`src/rtl/cfg_space_pkg.sv`:
```
package cfg_space_pkg;

  localparam int DW_BITS   = 32;
  localparam int BE_W      = DW_BITS / 8;
  localparam int PM_IDX    = 'h29;
  localparam int PM_EN_BIT = 8;

  typedef struct packed {
    logic [DW_BITS-1:0] rw;
    logic [DW_BITS-1:0] w1s;
    logic [DW_BITS-1:0] w1c;
    logic [DW_BITS-1:0] hwu;
    logic [DW_BITS-1:0] pmectx;
    logic [DW_BITS-1:0] devctx;
    logic [DW_BITS-1:0] glob;
    logic [DW_BITS-1:0] roval;
    logic               impl;
  } dw_attr_t;

  // byte enables widened to a bit mask
  function automatic logic [DW_BITS-1:0] be_to_mask(input logic [BE_W-1:0] be);
    logic [DW_BITS-1:0] m;
    m = '0;
    for (int k = 0; k < BE_W; k++) begin
      m[k*8 +: 8] = {8{be[k]}};
    end
    return m;
  endfunction

  // per-dword bit attributes
  function automatic dw_attr_t dw_attr(input int idx, input logic [DW_BITS-1:0] id_word);
    dw_attr_t a;
    a = '0;
    case (idx)
      'h00: begin
        a.impl  = 1'b1;
        a.roval = id_word;
      end
      'h01: begin
        a.impl = 1'b1;
        a.rw   = 32'h0000_00FF;
        a.w1c  = 32'hFF00_0000;
        a.hwu  = 32'hFF00_0000;
      end
      'h20: begin
        a.impl   = 1'b1;
        a.w1c    = 32'h0000_00FF;
        a.hwu    = 32'h0000_00FF;
        a.pmectx = 32'h0000_00FF;
        a.w1s    = 32'h00FF_0000;
      end
      'h21: begin
        a.impl   = 1'b1;
        a.rw     = 32'h000F_FFFF;
        a.w1s    = 32'hFF00_0000;
        a.devctx = 32'hFF0F_FFFF;
        a.glob   = 32'h000F_0000;
      end
      PM_IDX: begin
        a.impl   = 1'b1;
        a.rw     = 32'h00FF_0103;
        a.w1c    = 32'h0000_8000;
        a.hwu    = 32'h0000_8000;
        a.pmectx = 32'h00FF_8100;
      end
      default: a = '0;
    endcase
    return a;
  endfunction

  function automatic logic [DW_BITS-1:0] store_mask(input dw_attr_t a);
    return a.rw | a.w1s | a.w1c | a.hwu;
  endfunction

endpackage

```
`src/rtl/cfg_wr_decode.sv`:
```
module cfg_wr_decode
  import cfg_space_pkg::*;
#(
  parameter int N_DW = 64,
  localparam int AW  = $clog2(N_DW)
) (
  input  logic               wr_en,
  input  logic [AW-1:0]      wr_addr,
  input  logic [BE_W-1:0]    wr_be,
  input  logic               hw_en,
  input  logic [AW-1:0]      hw_addr,
  output logic [N_DW-1:0]    wr_sel,
  output logic [N_DW-1:0]    hw_sel,
  output logic [DW_BITS-1:0] be_mask
);

  for (genvar i = 0; i < N_DW; i++) begin : g_sel
    assign wr_sel[i] = wr_en && (wr_addr == AW'(i));
    assign hw_sel[i] = hw_en && (hw_addr == AW'(i));
  end

  assign be_mask = be_to_mask(wr_be);

endmodule

```
`src/rtl/cfg_dword.sv`:
```
module cfg_dword
  import cfg_space_pkg::*;
#(
  parameter dw_attr_t ATTR    = '0,
  parameter int       FUNC_ID = 0
) (
  input  logic               clk,
  input  logic               glb_rst,
  input  logic               bus_rst,
  input  logic               pme_en,
  input  logic               wr_sel,
  input  logic [DW_BITS-1:0] be_mask,
  input  logic [DW_BITS-1:0] wr_data,
  input  logic               hw_sel,
  input  logic [DW_BITS-1:0] hw_bits,
  output logic [DW_BITS-1:0] rd_word
);

  localparam logic [DW_BITS-1:0] STORE   = store_mask(ATTR);
  localparam logic [DW_BITS-1:0] NORMAL  = STORE & ~ATTR.pmectx & ~ATTR.devctx;
  localparam logic [DW_BITS-1:0] WR_LOCK = (FUNC_ID != 0) ? ATTR.glob : '0;

  logic [DW_BITS-1:0] q;
  logic [DW_BITS-1:0] nxt;
  logic [DW_BITS-1:0] wr_bits;
  logic [DW_BITS-1:0] set_evt;
  logic [DW_BITS-1:0] clr_evt;
  logic [DW_BITS-1:0] hw_evt;
  logic [DW_BITS-1:0] rst_clr;
  logic [DW_BITS-1:0] rw_next;

  always_comb begin
    wr_bits = wr_sel ? (be_mask & ~WR_LOCK) : '0;
    set_evt = wr_bits & wr_data & ATTR.w1s;
    clr_evt = wr_bits & wr_data & ATTR.w1c;
    hw_evt  = hw_sel ? (hw_bits & ATTR.hwu) : '0;
    rst_clr = bus_rst ? (NORMAL | (pme_en ? '0 : ATTR.pmectx)) : '0;
    rw_next = (q & ~(wr_bits & ATTR.rw)) | (wr_data & wr_bits & ATTR.rw);
    if (bus_rst) begin
      nxt = q & ~rst_clr;
    end else begin
      // hardware set applied last: it beats a same-cycle clear
      nxt = ((rw_next | set_evt) & ~clr_evt) | hw_evt;
    end
  end

  always_ff @(posedge clk or posedge glb_rst) begin
    if (glb_rst) q <= '0;
    else         q <= nxt & STORE;
  end

  assign rd_word = q | ATTR.roval;

  assert_w1s_R3: assert property (@(posedge clk) disable iff (glb_rst)
    (!bus_rst && set_evt != '0) |=> ((q & $past(set_evt)) == $past(set_evt)));

  assert_w1c_R4: assert property (@(posedge clk) disable iff (glb_rst)
    (!bus_rst) |=> ((q & $past(clr_evt & ~hw_evt)) == '0));

  assert_hw_wins_R5: assert property (@(posedge clk) disable iff (glb_rst)
    (!bus_rst && hw_evt != '0) |=> ((q & $past(hw_evt)) == $past(hw_evt)));

  assert_pme_keep_R6: assert property (@(posedge clk) disable iff (glb_rst)
    (bus_rst && pme_en) |=> ((q & ATTR.pmectx) == ($past(q) & ATTR.pmectx)));

  assert_dev_keep_R7: assert property (@(posedge clk) disable iff (glb_rst)
    bus_rst |=> ((q & ATTR.devctx) == ($past(q) & ATTR.devctx)));

  assert_bus_clear_R8: assert property (@(posedge clk) disable iff (glb_rst)
    bus_rst |=> ((q & NORMAL) == '0));

  assert_rst_no_set_R11: assert property (@(posedge clk) disable iff (glb_rst)
    bus_rst |=> ((q & ~$past(q)) == '0));

endmodule

```
`src/rtl/cfg_read_mux.sv`:
```
module cfg_read_mux
  import cfg_space_pkg::*;
#(
  parameter int N_DW = 64,
  localparam int AW  = $clog2(N_DW)
) (
  input  logic [DW_BITS-1:0] words [N_DW],
  input  logic [AW-1:0]      addr,
  output logic [DW_BITS-1:0] rdata
);

  assign rdata = words[addr];

endmodule

```
`src/rtl/cfg_space_regs.sv`:
```
module cfg_space_regs
  import cfg_space_pkg::*;
#(
  parameter int           SPACE_BYTES = 256,
  parameter int           FUNC_ID     = 0,
  parameter logic [31:0]  ID_WORD     = 32'h5EC0_0A17,
  localparam int          N_DW        = SPACE_BYTES / 4,
  localparam int          AW          = $clog2(N_DW)
) (
  input  logic              clk,
  input  logic              glb_rst,
  input  logic              bus_rst,
  input  logic [AW-1:0]     acc_addr,
  input  logic              acc_wr,
  input  logic [BE_W-1:0]   acc_be,
  input  logic [31:0]       acc_wdata,
  output logic [31:0]       acc_rdata,
  input  logic              hw_set_en,
  input  logic [AW-1:0]     hw_set_addr,
  input  logic [31:0]       hw_set_bits
);

  logic [N_DW-1:0]    wr_sel;
  logic [N_DW-1:0]    hw_sel;
  logic [DW_BITS-1:0] be_mask;
  logic [DW_BITS-1:0] words [N_DW];
  logic [N_DW-1:0]    impl_vec;
  logic               pme_en;

  cfg_wr_decode #(.N_DW(N_DW)) u_dec (
    .wr_en   (acc_wr),
    .wr_addr (acc_addr),
    .wr_be   (acc_be),
    .hw_en   (hw_set_en),
    .hw_addr (hw_set_addr),
    .wr_sel  (wr_sel),
    .hw_sel  (hw_sel),
    .be_mask (be_mask)
  );

  for (genvar i = 0; i < N_DW; i++) begin : g_dw
    localparam dw_attr_t A = dw_attr(i, ID_WORD);
    assign impl_vec[i] = A.impl;
    if (A.impl) begin : g_impl
      cfg_dword #(.ATTR(A), .FUNC_ID(FUNC_ID)) u_dw (
        .clk     (clk),
        .glb_rst (glb_rst),
        .bus_rst (bus_rst),
        .pme_en  (pme_en),
        .wr_sel  (wr_sel[i]),
        .be_mask (be_mask),
        .wr_data (acc_wdata),
        .hw_sel  (hw_sel[i]),
        .hw_bits (hw_set_bits),
        .rd_word (words[i])
      );
    end else begin : g_hole
      assign words[i] = '0;
    end
  end

  // wake-event enable, as held before this cycle's update
  assign pme_en = words[PM_IDX][PM_EN_BIT];

  cfg_read_mux #(.N_DW(N_DW)) u_rd (
    .words (words),
    .addr  (acc_addr),
    .rdata (acc_rdata)
  );

  assert_hole_reads_zero_R9: assert property (@(posedge clk) disable iff (glb_rst)
    !impl_vec[acc_addr] |-> (acc_rdata == '0));

endmodule

```
`config.mk`:
```
export PLATFORM = sky130hd
export DESIGN_NAME = cfg_space_regs
export DESIGN_NICKNAME = d
export VERILOG_FILES = /design/src/rtl/cfg_space_pkg.sv /design/src/rtl/cfg_wr_decode.sv /design/src/rtl/cfg_dword.sv /design/src/rtl/cfg_read_mux.sv /design/src/rtl/cfg_space_regs.sv
export SDC_FILE = /design/constraint.sdc
export NUM_CORES = 1
export LEC_CHECK = 0
export BUFFER_PORTS_ARGS = -buffer_cell sky130_fd_sc_hd__buf_4
export CAP_MARGIN = 40
export CORE_UTILIZATION = 55
export CTS_CLUSTER_SIZE = 12
export DETAILED_ROUTE_END_ITERATION = 8
export PLACE_DENSITY_LB_ADDON = 0.12
export SLEW_MARGIN = 20
export SYNTH_ARGS = -nofsm -noshare
export SYNTH_HDL_FRONTEND = slang
export SYNTH_SLANG_ARGS = --single-unit
```
`constraint.sdc`:
```
create_clock -name clk -period 3.7 [get_ports clk]
set_clock_uncertainty 0.1 [all_clocks]
set_input_delay 0.37 -clock clk [delete_from_list [all_inputs] [get_ports clk]]
set_output_delay 0.37 -clock clk [all_outputs]
set_load 0.01 [all_outputs]
```
# Yosys cells after proc, flatten, opt, wreduce, memory -nomap -nowiden
# Cells that the tools add are included.
# W data, S select, Z words.
totals:
  register_bits: 72
  latchBits: 0
  mem_bits_rw: 0
  romBits: 0
  output_inout_bits: 32
  memories: 0
op_classes:
  add_sub_neg: 0
  mul: 0
  n_div: 0
  n_lt_le_gt_ge: 1
  n_eq_ne: 7
  shift: 0
  mux: 18
  n_bitwise: 31
  n_reduce_logical: 7
op_table:
  columns: ["op", "n"]
  rows:
  - ["$mux W32", 7]
  - ["$and A32 B32 Y32", 6]
  - ["$bmux W32 S6", 1]
  - ["$and A24 B24 Y24", 7]
  - ["$mux W24", 7]
  - ["$not A24 Y24", 3]
  - ["$not A32 Y32", 2]
  - ["$or A32 B32 Y32", 2]
  - ["$or A24 B24 Y24", 2]
  - ["$not A20 Y32", 1]
  - ["$not A8 Y32", 1]
  - ["$or A32 B20 Y32", 1]
  - ["$or A32 B8 Y32", 1]
  - ["$eq A6 B6 Y1 const B", 5]
  - ["$not A16 Y24", 1]
  - ["$not A8 Y24", 1]
  - ["$or A24 B16 Y24", 1]
  - ["$or A24 B8 Y24", 1]
  - ["$mux W16", 1]
  - ["$mux W8", 2]
  - ["$eq A6 B1 Y1 const B", 2]
  - ["$ge A7 B7 Y1 const B", 1]
  - ["$logic_and A1 B1 Y1", 7]
  - ["$not A6 Y7", 1]

# Longest topological paths before layout
# Gate-level depths: netlist of the first run.
logic_depth:
  word_depth: 9
  mapped_depth: 6
  depth_no_buf: 3

# By module
# Synthesis of the first run repeated with hierarchy kept, for this count alone.
hier_totals:
  cells_unflattened: 1688
  hier_area_um2: 21655.8
modules_own_cells:
  columns: ["module", "instances", "cells_each", "area_each_um2"]
  rows:
  - ["cfg_read_mux", 1, 1091, 16463.3]
  - ["cfg_dword at g_dw[33].g_impl.u_dw", 1, 88, 1311.3]
  - ["cfg_wr_decode", 1, 218, 1159.9]
  - ["cfg_dword at g_dw[1].g_impl.u_dw", 1, 80, 844.6]
  - ["cfg_dword at g_dw[32].g_impl.u_dw", 1, 88, 839.6]
  - ["cfg_dword at g_dw[41].g_impl.u_dw", 1, 88, 785.8]
  - ["cfg_dword at g_dw[0].g_impl.u_dw", 1, 34, 247.7]
  - ["cfg_space_regs", 1, 1, 3.8]

# Worst setup path before layout of the first run
# OpenSTA, ideal clock, no wires.
synth_timing:
  path_type: "input port to output port"
  from: "input acc_addr[3]"
  to: "output acc_rdata[2]"
  arrival_ns: 1.784
  required_time_ns: 3.230
  path_slack_ns: 1.446
  stages: 6
  path_cell_list: "buf_6 or4b_4 buf_6 nor2_1 buf_2 a221o_1"
synth_between:
  elab_chain_len: 4
synth_lines:
  columns: ["element", "line_no", "text"]
  rows:
  - ["start: declaration", "cfg_space_regs.sv:13", "input logic [AW-1:0] acc_addr,"]
  - ["$not A6 Y7 (not written as such)", "cfg_read_mux.sv:12", "assign rdata = words[addr];"]
  - ["$bmux W32 S6", "cfg_read_mux.sv:12", null]
  - ["$mux W32 (not written as such) (2 in a row)", "cfg_read_mux.sv:12", null]
  - ["end: declaration", "cfg_space_regs.sv:17", "output logic [31:0] acc_rdata,"]
# No other way between the ends. The select of a mux whose other input is x is not followed.

# Worst setup path after layout of the first run
layout_timing:
  from: "input acc_addr[1]"
  to: "output acc_rdata[5]"
# Same word-level chain as after synthesis.

==> results of run 1 <==
[layout make-up]
cell class                 count  share of cell area
inverter                      25              0.0199
timing repair buffer         108               0.172
tap                           77              0.0205
clock inverter                 6              0.0175
sequential                    72               0.383
multi-input combinational    222               0.358
clock buffer                  10              0.0292
[cells by family after synthesis]
| group | Yosys count | share of synthesized area |
|---|---|---|
| mux | 33 | 0.111 |
| simple gates | 113 | 0.175 |
| buf+inv | 52 | 0.0621 |
| compound gates | 76 | 0.166 |
| flops | 72 | 0.486 |
[layer usage]
layer  share of wire  vias to the layer above
met2            0.50                      111
met3           0.058                       13
met4           0.018                        0
li1                -                     1454
met5               0                        -
met1            0.42                     1538
[cell usage after synthesis (all sizes together) (9+ instances only)]
| master | instances | area [µm²] |
|---|---|---|
| a221o | 12 | 120 |
| a21o | 11 | 82.6 |
| mux2 | 20 | 282 |
| nand4 | 9 | 56.3 |
| dfrtp | 72 | 1800 |
| nand3 | 9 | 45.0 |
| clkbuf | 18 | 67.6 |
| buf | 9 | 68.8 |
| nand2b | 9 | 56.3 |
| nor4 | 10 | 62.6 |
| a22o | 20 | 175 |
| inv | 25 | 93.8 |
| nand2 | 21 | 78.8 |
| mux2i | 13 | 130 |
| nor3 | 16 | 90.1 |
[how the worst max path moves through the flow]
stage | startpoint | end | slack (ps) | cells past startpoint
CTS | acc_addr[1] | acc_rdata[5] | 960 | 6
floorplan | glb_rst | async pin | 1410 | 1
detailed placement | acc_addr[1] | acc_rdata[5] | 980 | 6
global placement | acc_addr[1] | acc_rdata[5] | 960 | 6
finish | acc_addr[1] | acc_rdata[5] | 960 | 6
global route | acc_addr[1] | acc_rdata[5] | 840 | 6
[power breakdown]
group          internal [mW]  leakage, nW  total, mW  switching (mW)
Clock                  0.394        0.112      0.686           0.292
Combinational         0.0797         1.29      0.166          0.0861
Sequential             0.803        0.996      0.812         0.00917
[stage by stage]
stage | utilization | hold slack, ps
finish | 0.733 | 125
global route | 0.733 | 120
CTS | 0.732 | 115
detailed placement | 0.696 | 343
global placement | 0.695 | 338
floorplan | - | 328
==> flow_metrics.py, run 1 <==
metrics = {
    "status": {
        "status": "complete, but fails checks",
        "violations": "DRC",
    },
    "grt": {
        "grt_use_total": 0.287,
        "grt_max_degree": 49,
        "use_met2": 0.479,
        "grt_first_pass_wirelength_mm": 15.6,
        "busiest_layer": "met2",
        "grt.overflow.total": 0,
        "antenna_found_initial": 0,
        "met1_usage": 0.373,
        "gr-usage-met3": 0.0465,
        "grt_pass1_vias": 3186,
    },
    "cts": {
        "clock_latency_ps": 350,
        "post_cts_buffers": 0,
        "cts.sinks": 72,
        "numCtsBuffers": 9,
        "htree_num_levels": 3,
        "cts_hold_buffers": 1,
        "path_clk_slew_ps": 70,
        "cts_resized": 0,
        "clock-root-buffer": "clkbuf_8",
        "cts_tree": "built",
        "clock_path_buffers": 2,
    },
    "cells_and_area": {
        "fin_cells": 520,
        "final_cell_mix": "buf_4 (105), dfrtp_1 (72), inv_1 (24)",
        "finalNetCount": 523,
        "fin_area_um2": 4710,
        "seqCellArea_um2": 1800,
        "synthToLayoutAreaGrowth_pct": 27.0,
        "mostFrequentLayoutCell": "buf_4",
        "drive_gt1_frac": 0.341,
        "nFillCells": 474,
        "diodes": 0,
        "multi_input_area_um2": 1680,
    },
    "routing": {
        "vias": 3116,
        "route.detailed.drc": 11,
        "route.detailed.wl_per_inst_um": 18.3,
        "drtIter0Drc": 142,
        "totalWireLength_mm": 9.53,
        "dr.pass1.iters": 7,
        "ant_nets": 0,
        "avgViaCountPerCell": 5.99,
    },
    "place": {
        "place_ws_ps": 977,
        "portBuffers": 101,
        "dp_hpwl_mm": 6.71,
        "place_inst": 502,
        "placed_area_um2": 4470,
        "gp_congestion": 0.839,
    },
    "worst_setup_path": {
        "r2r_cells": 3,
        "crit_family": "simple AND/OR/NAND/NOR gates",
        "crit_type": "input pin to output port",
        "cpMostUsedCell": "buf_4",
        "critPathArrivalTime_ps": 2270,
        "startpoint_type": "input pin",
        "crit_path_end_kind": "output port",
        "path_max_fanout": 17,
        "cp_cell_sequence": "buf_4 > or4b_4 > nor2_2 > buf_4 > a221o_1 > buf_4",
        "critPathSlowestCell": "or4b_4",
        "crit_required_ps": 3230,
        "cpPeakStageDelay_ps": 660,
        "ff2ff_setup_slack_ps": 2260,
        "path_buf_inv": 3,
    },
    "power": {
        "power_leakage_nw": 2.40,
        "total_power_mw": 1.66,
        "ir_drop_mv": 0.266,
        "power_density_nw_per_um2": 354,
    },
    "worst_hold_path": {
        "hold_class": "input pin to register",
        "whs_endpoint": "g_dw[33].g_impl.u_dw.rd_word[26]",
        "hp-start": "acc_wdata[26]",
        "holdPathStages": 2,
    },
    "sta": {
        "fin_ws_ps": 957,
        "fmax_mhz": 365,
        "relSlewSlack": 0.443,
        "final_max_slew_viol_count": 0,
        "worstMarginPinSlew_ps": 831,
        "finalHoldViolations": 0,
        "finalSetupViolations": 0,
        "tns_ps": 0,
        "period_needed_ps": 2740,
        "rsz0062_at_grt": "no",
        "post-route-period-util": 0.741,
    },
    "synthesis": {
        "synth-edff-count": 0,
        "synth_warnings": 0,
        "ys_async_sr_fraction": 1.00,
        "synthesis.area_um2": 3710,
        "ys.flop_type": "dfrtp_1",
        "synth-seq-cells": 72,
        "yosysSeqAreaShare": 0.486,
        "ys_types": 38,
        "netlist_instances": 346,
        "syn_nets": 431,
        "synth.avg_cell_area_um2": 10.7,
    },
    "die": {
        "core_area_um2": 6420,
        "ios": 117,
        "die_y_um": 84.1,
        "fp.dieW_um": 84.1,
        "num_rows": 29,
        "dieArea_um2": 7070,
        "start_util": 0.577,
    },
    "run": {
        "maxCapViolCount": 0,
    },
}
No activity file was read; power rests on OpenSTA's default activity.
==> run 2, diff against run 1 <==
Settings changed: CORE_UTILIZATION 55 to 46.
Clock period 3.7 ns to 2.25 ns, I/O delays scaled along.
==> run 2 against run 1 <==
The run now ends clean. Sequential power up 64%. Setup slack worse by 850 ps. Total power up 69%. Flip-flop and latch count unchanged. Register-to-register slack worse by 1600 ps. Wire length up 7.9%. Combinational power up 100%. Clock power up 68%. Hold slack worse by 120 ps. Sequential share of layout area down 3.6 points. Critical path type unchanged. Highest routed layer unchanged.
==> flow_metrics.py, run 2 (synthesized netlist as in run 1, its figures left out) <==
metrics = {
    "cts": {
        "clock_path_buffers": 2,
        "cts_resized": 0,
        "cts_tree": "built",
        "clock_latency_ps": 360,
        "htree_num_levels": 3,
        "path_clk_slew_ps": 70,
        "numCtsBuffers": 9,
        "cts.sinks": 72,
        "clock-root-buffer": "clkbuf_8",
    },
    "grt": {
        "grt.overflow.total": 0,
        "use_met2": 0.422,
        "gr-usage-met3": 0.0373,
        "grt_max_degree": 73,
        "met1_usage": 0.347,
        "grt_use_total": 0.258,
        "grt_first_pass_wirelength_mm": 16.6,
        "antenna_found_initial": 0,
        "grt_pass1_vias": 3288,
        "busiest_layer": "met2",
    },
    "cells_and_area": {
        "finalNetCount": 569,
        "mostFrequentLayoutCell": "buf_4",
        "drive_gt1_frac": 0.333,
        "nFillCells": 639,
        "synthToLayoutAreaGrowth_pct": 40.1,
        "fin_area_um2": 5190,
        "final_cell_mix": "buf_4 (118), dfrtp_1 (72), dlygate4sd3_1 (34)",
        "diodes": 0,
    },
    "sta": {
        "period_needed_ps": 2150,
        "finalHoldViolations": 0,
        "worstMarginPinSlew_ps": 853,
        "relSlewSlack": 0.431,
        "finalSetupViolations": 0,
        "fmax_mhz": 466,
        "final_max_slew_viol_count": 0,
        "tns_ps": 0,
        "rsz0062_at_grt": "no",
        "post-route-period-util": 0.954,
    },
    "die": {
        "ios": 117,
        "dieArea_um2": 8420,
        "die_y_um": 91.8,
        "num_rows": 32,
        "fp.dieW_um": 91.8,
        "core_area_um2": 7770,
        "start_util": 0.477,
    },
    "routing": {
        "avgViaCountPerCell": 5.60,
        "dr.pass1.iters": 4,
        "vias": 3309,
        "route.detailed.drc": 0,
        "ant_nets": 0,
        "totalWireLength_mm": 10.3,
        "drtIter0Drc": 170,
        "route.detailed.wl_per_inst_um": 17.4,
    },
    "power": {
        "power_density_nw_per_um2": 542,
        "power_leakage_nw": 2.60,
        "ir_drop_mv": 0.351,
    },
    "worst_setup_path": {
        "startpoint_type": "input pin",
        "crit_type": "input pin to output port",
        "critPathArrivalTime_ps": 1820,
        "path_max_fanout": 11,
        "crit_path_end_kind": "output port",
        "crit_required_ps": 1920,
    },
    "place": {
        "placed_area_um2": 4630,
        "dp_hpwl_mm": 6.67,
        "portBuffers": 101,
        "gp_congestion": 0.809,
    },
    "status": {
        "status": "finished, final reports clean",
    },
    "run": {
        "maxCapViolCount": 0,
    },
    "worst_hold_path": {
        "hold_class": "input pin to register",
    },
}
[run 2: cell count changes in the layout (fill, tap and decap cells not counted)]
cell,delta
clkbuf_1,+1
buf_4,+13
clkinvlp_4,+1
buf_12,+2
clkinv_2,-2
buf_2,-1
dlygate4sd3_1,+33
clkbuf_4,-1
[run 2: metrics by stage]
step / setup slack [ps] / power (mW) / hold WS [ps] / util / std cells
2_1_floorplan: 100 / 1.48 / 241 / - / 346
3_3_place_gp: 100 / 1.64 / 251 / 0.596 / 541
3_5_place_dp: 100 / 1.64 / 248 / 0.596 / 541
4_1_cts: 114 / 2.83 / 1.03 / 0.669 / 591
5_1_grt: 43.7 / 2.92 / 8.06 / 0.669 / 591
6_report: 104 / 2.82 / 8.02 / 0.669 / 591
[run 2: critical path: stages]
cell and delay [ps]:
buf_4 120, or4b_4 600, buf_4 210, nor2_1 160, buf_4 200, a221o_1 170, buf_4 130
[run 2: timing repair]
action | in CTS | in global routing
endpoints found under the hold margin | 105 | 0
setup endpoints to repair | 0 | 0
hold buffers | 34 | 0
setup buffers | 0 | 0
[run 2: path summary, 6_finish.rpt]
check | from | endpoint | slack (ps) | depth (start not counted)
min in group asynchronous | glb_rst | g_dw[32].g_impl.u_dw.rd_word[6] | 410 | 4
max | acc_addr[1] | acc_rdata[1] | 100 | 7
min | acc_wdata[19] | g_dw[32].g_impl.u_dw.rd_word[19] | 8 | 2
min reg2reg | g_dw[33].g_impl.u_dw.rd_word[25] | g_dw[33].g_impl.u_dw.rd_word[25] | 360 | 1
max reg2reg | register | g_dw[32].g_impl.u_dw.rd_word[1] | 690 | 3
max in group asynchronous | glb_rst | g_dw[32].g_impl.u_dw.rd_word[20] | 1310 | 4
[run 2: where the power goes]
group          internal [mW]  switching [mW]  leakage [nW]
logic                  0.176           0.157          1.50
registers               1.32          0.0143         0.996
clock network          0.653           0.496         0.106
[run 2: layer usage]
metal | up-vias | share of wire | wire [µm]
li1 | 1551 | - | -
met1 | 1656 | 0.45 | 4660
met2 | 90 | 0.49 | 5020
met3 | 12 | 0.042 | 434
met4 | 0 | 0.016 | 169
met5 | - | 0 | 0
[run 2: cell type report]
cell class	count	area (µm²)	share of cell area
multi-input cells	222	1680	0.324
well taps	102	128	0.0246
repair buffers	154	1270	0.244
clock inverters	5	80.1	0.0154
flip-flops and latches	72	1800	0.347
clock buffers	11	141	0.0272
inverters	25	93.8	0.0181
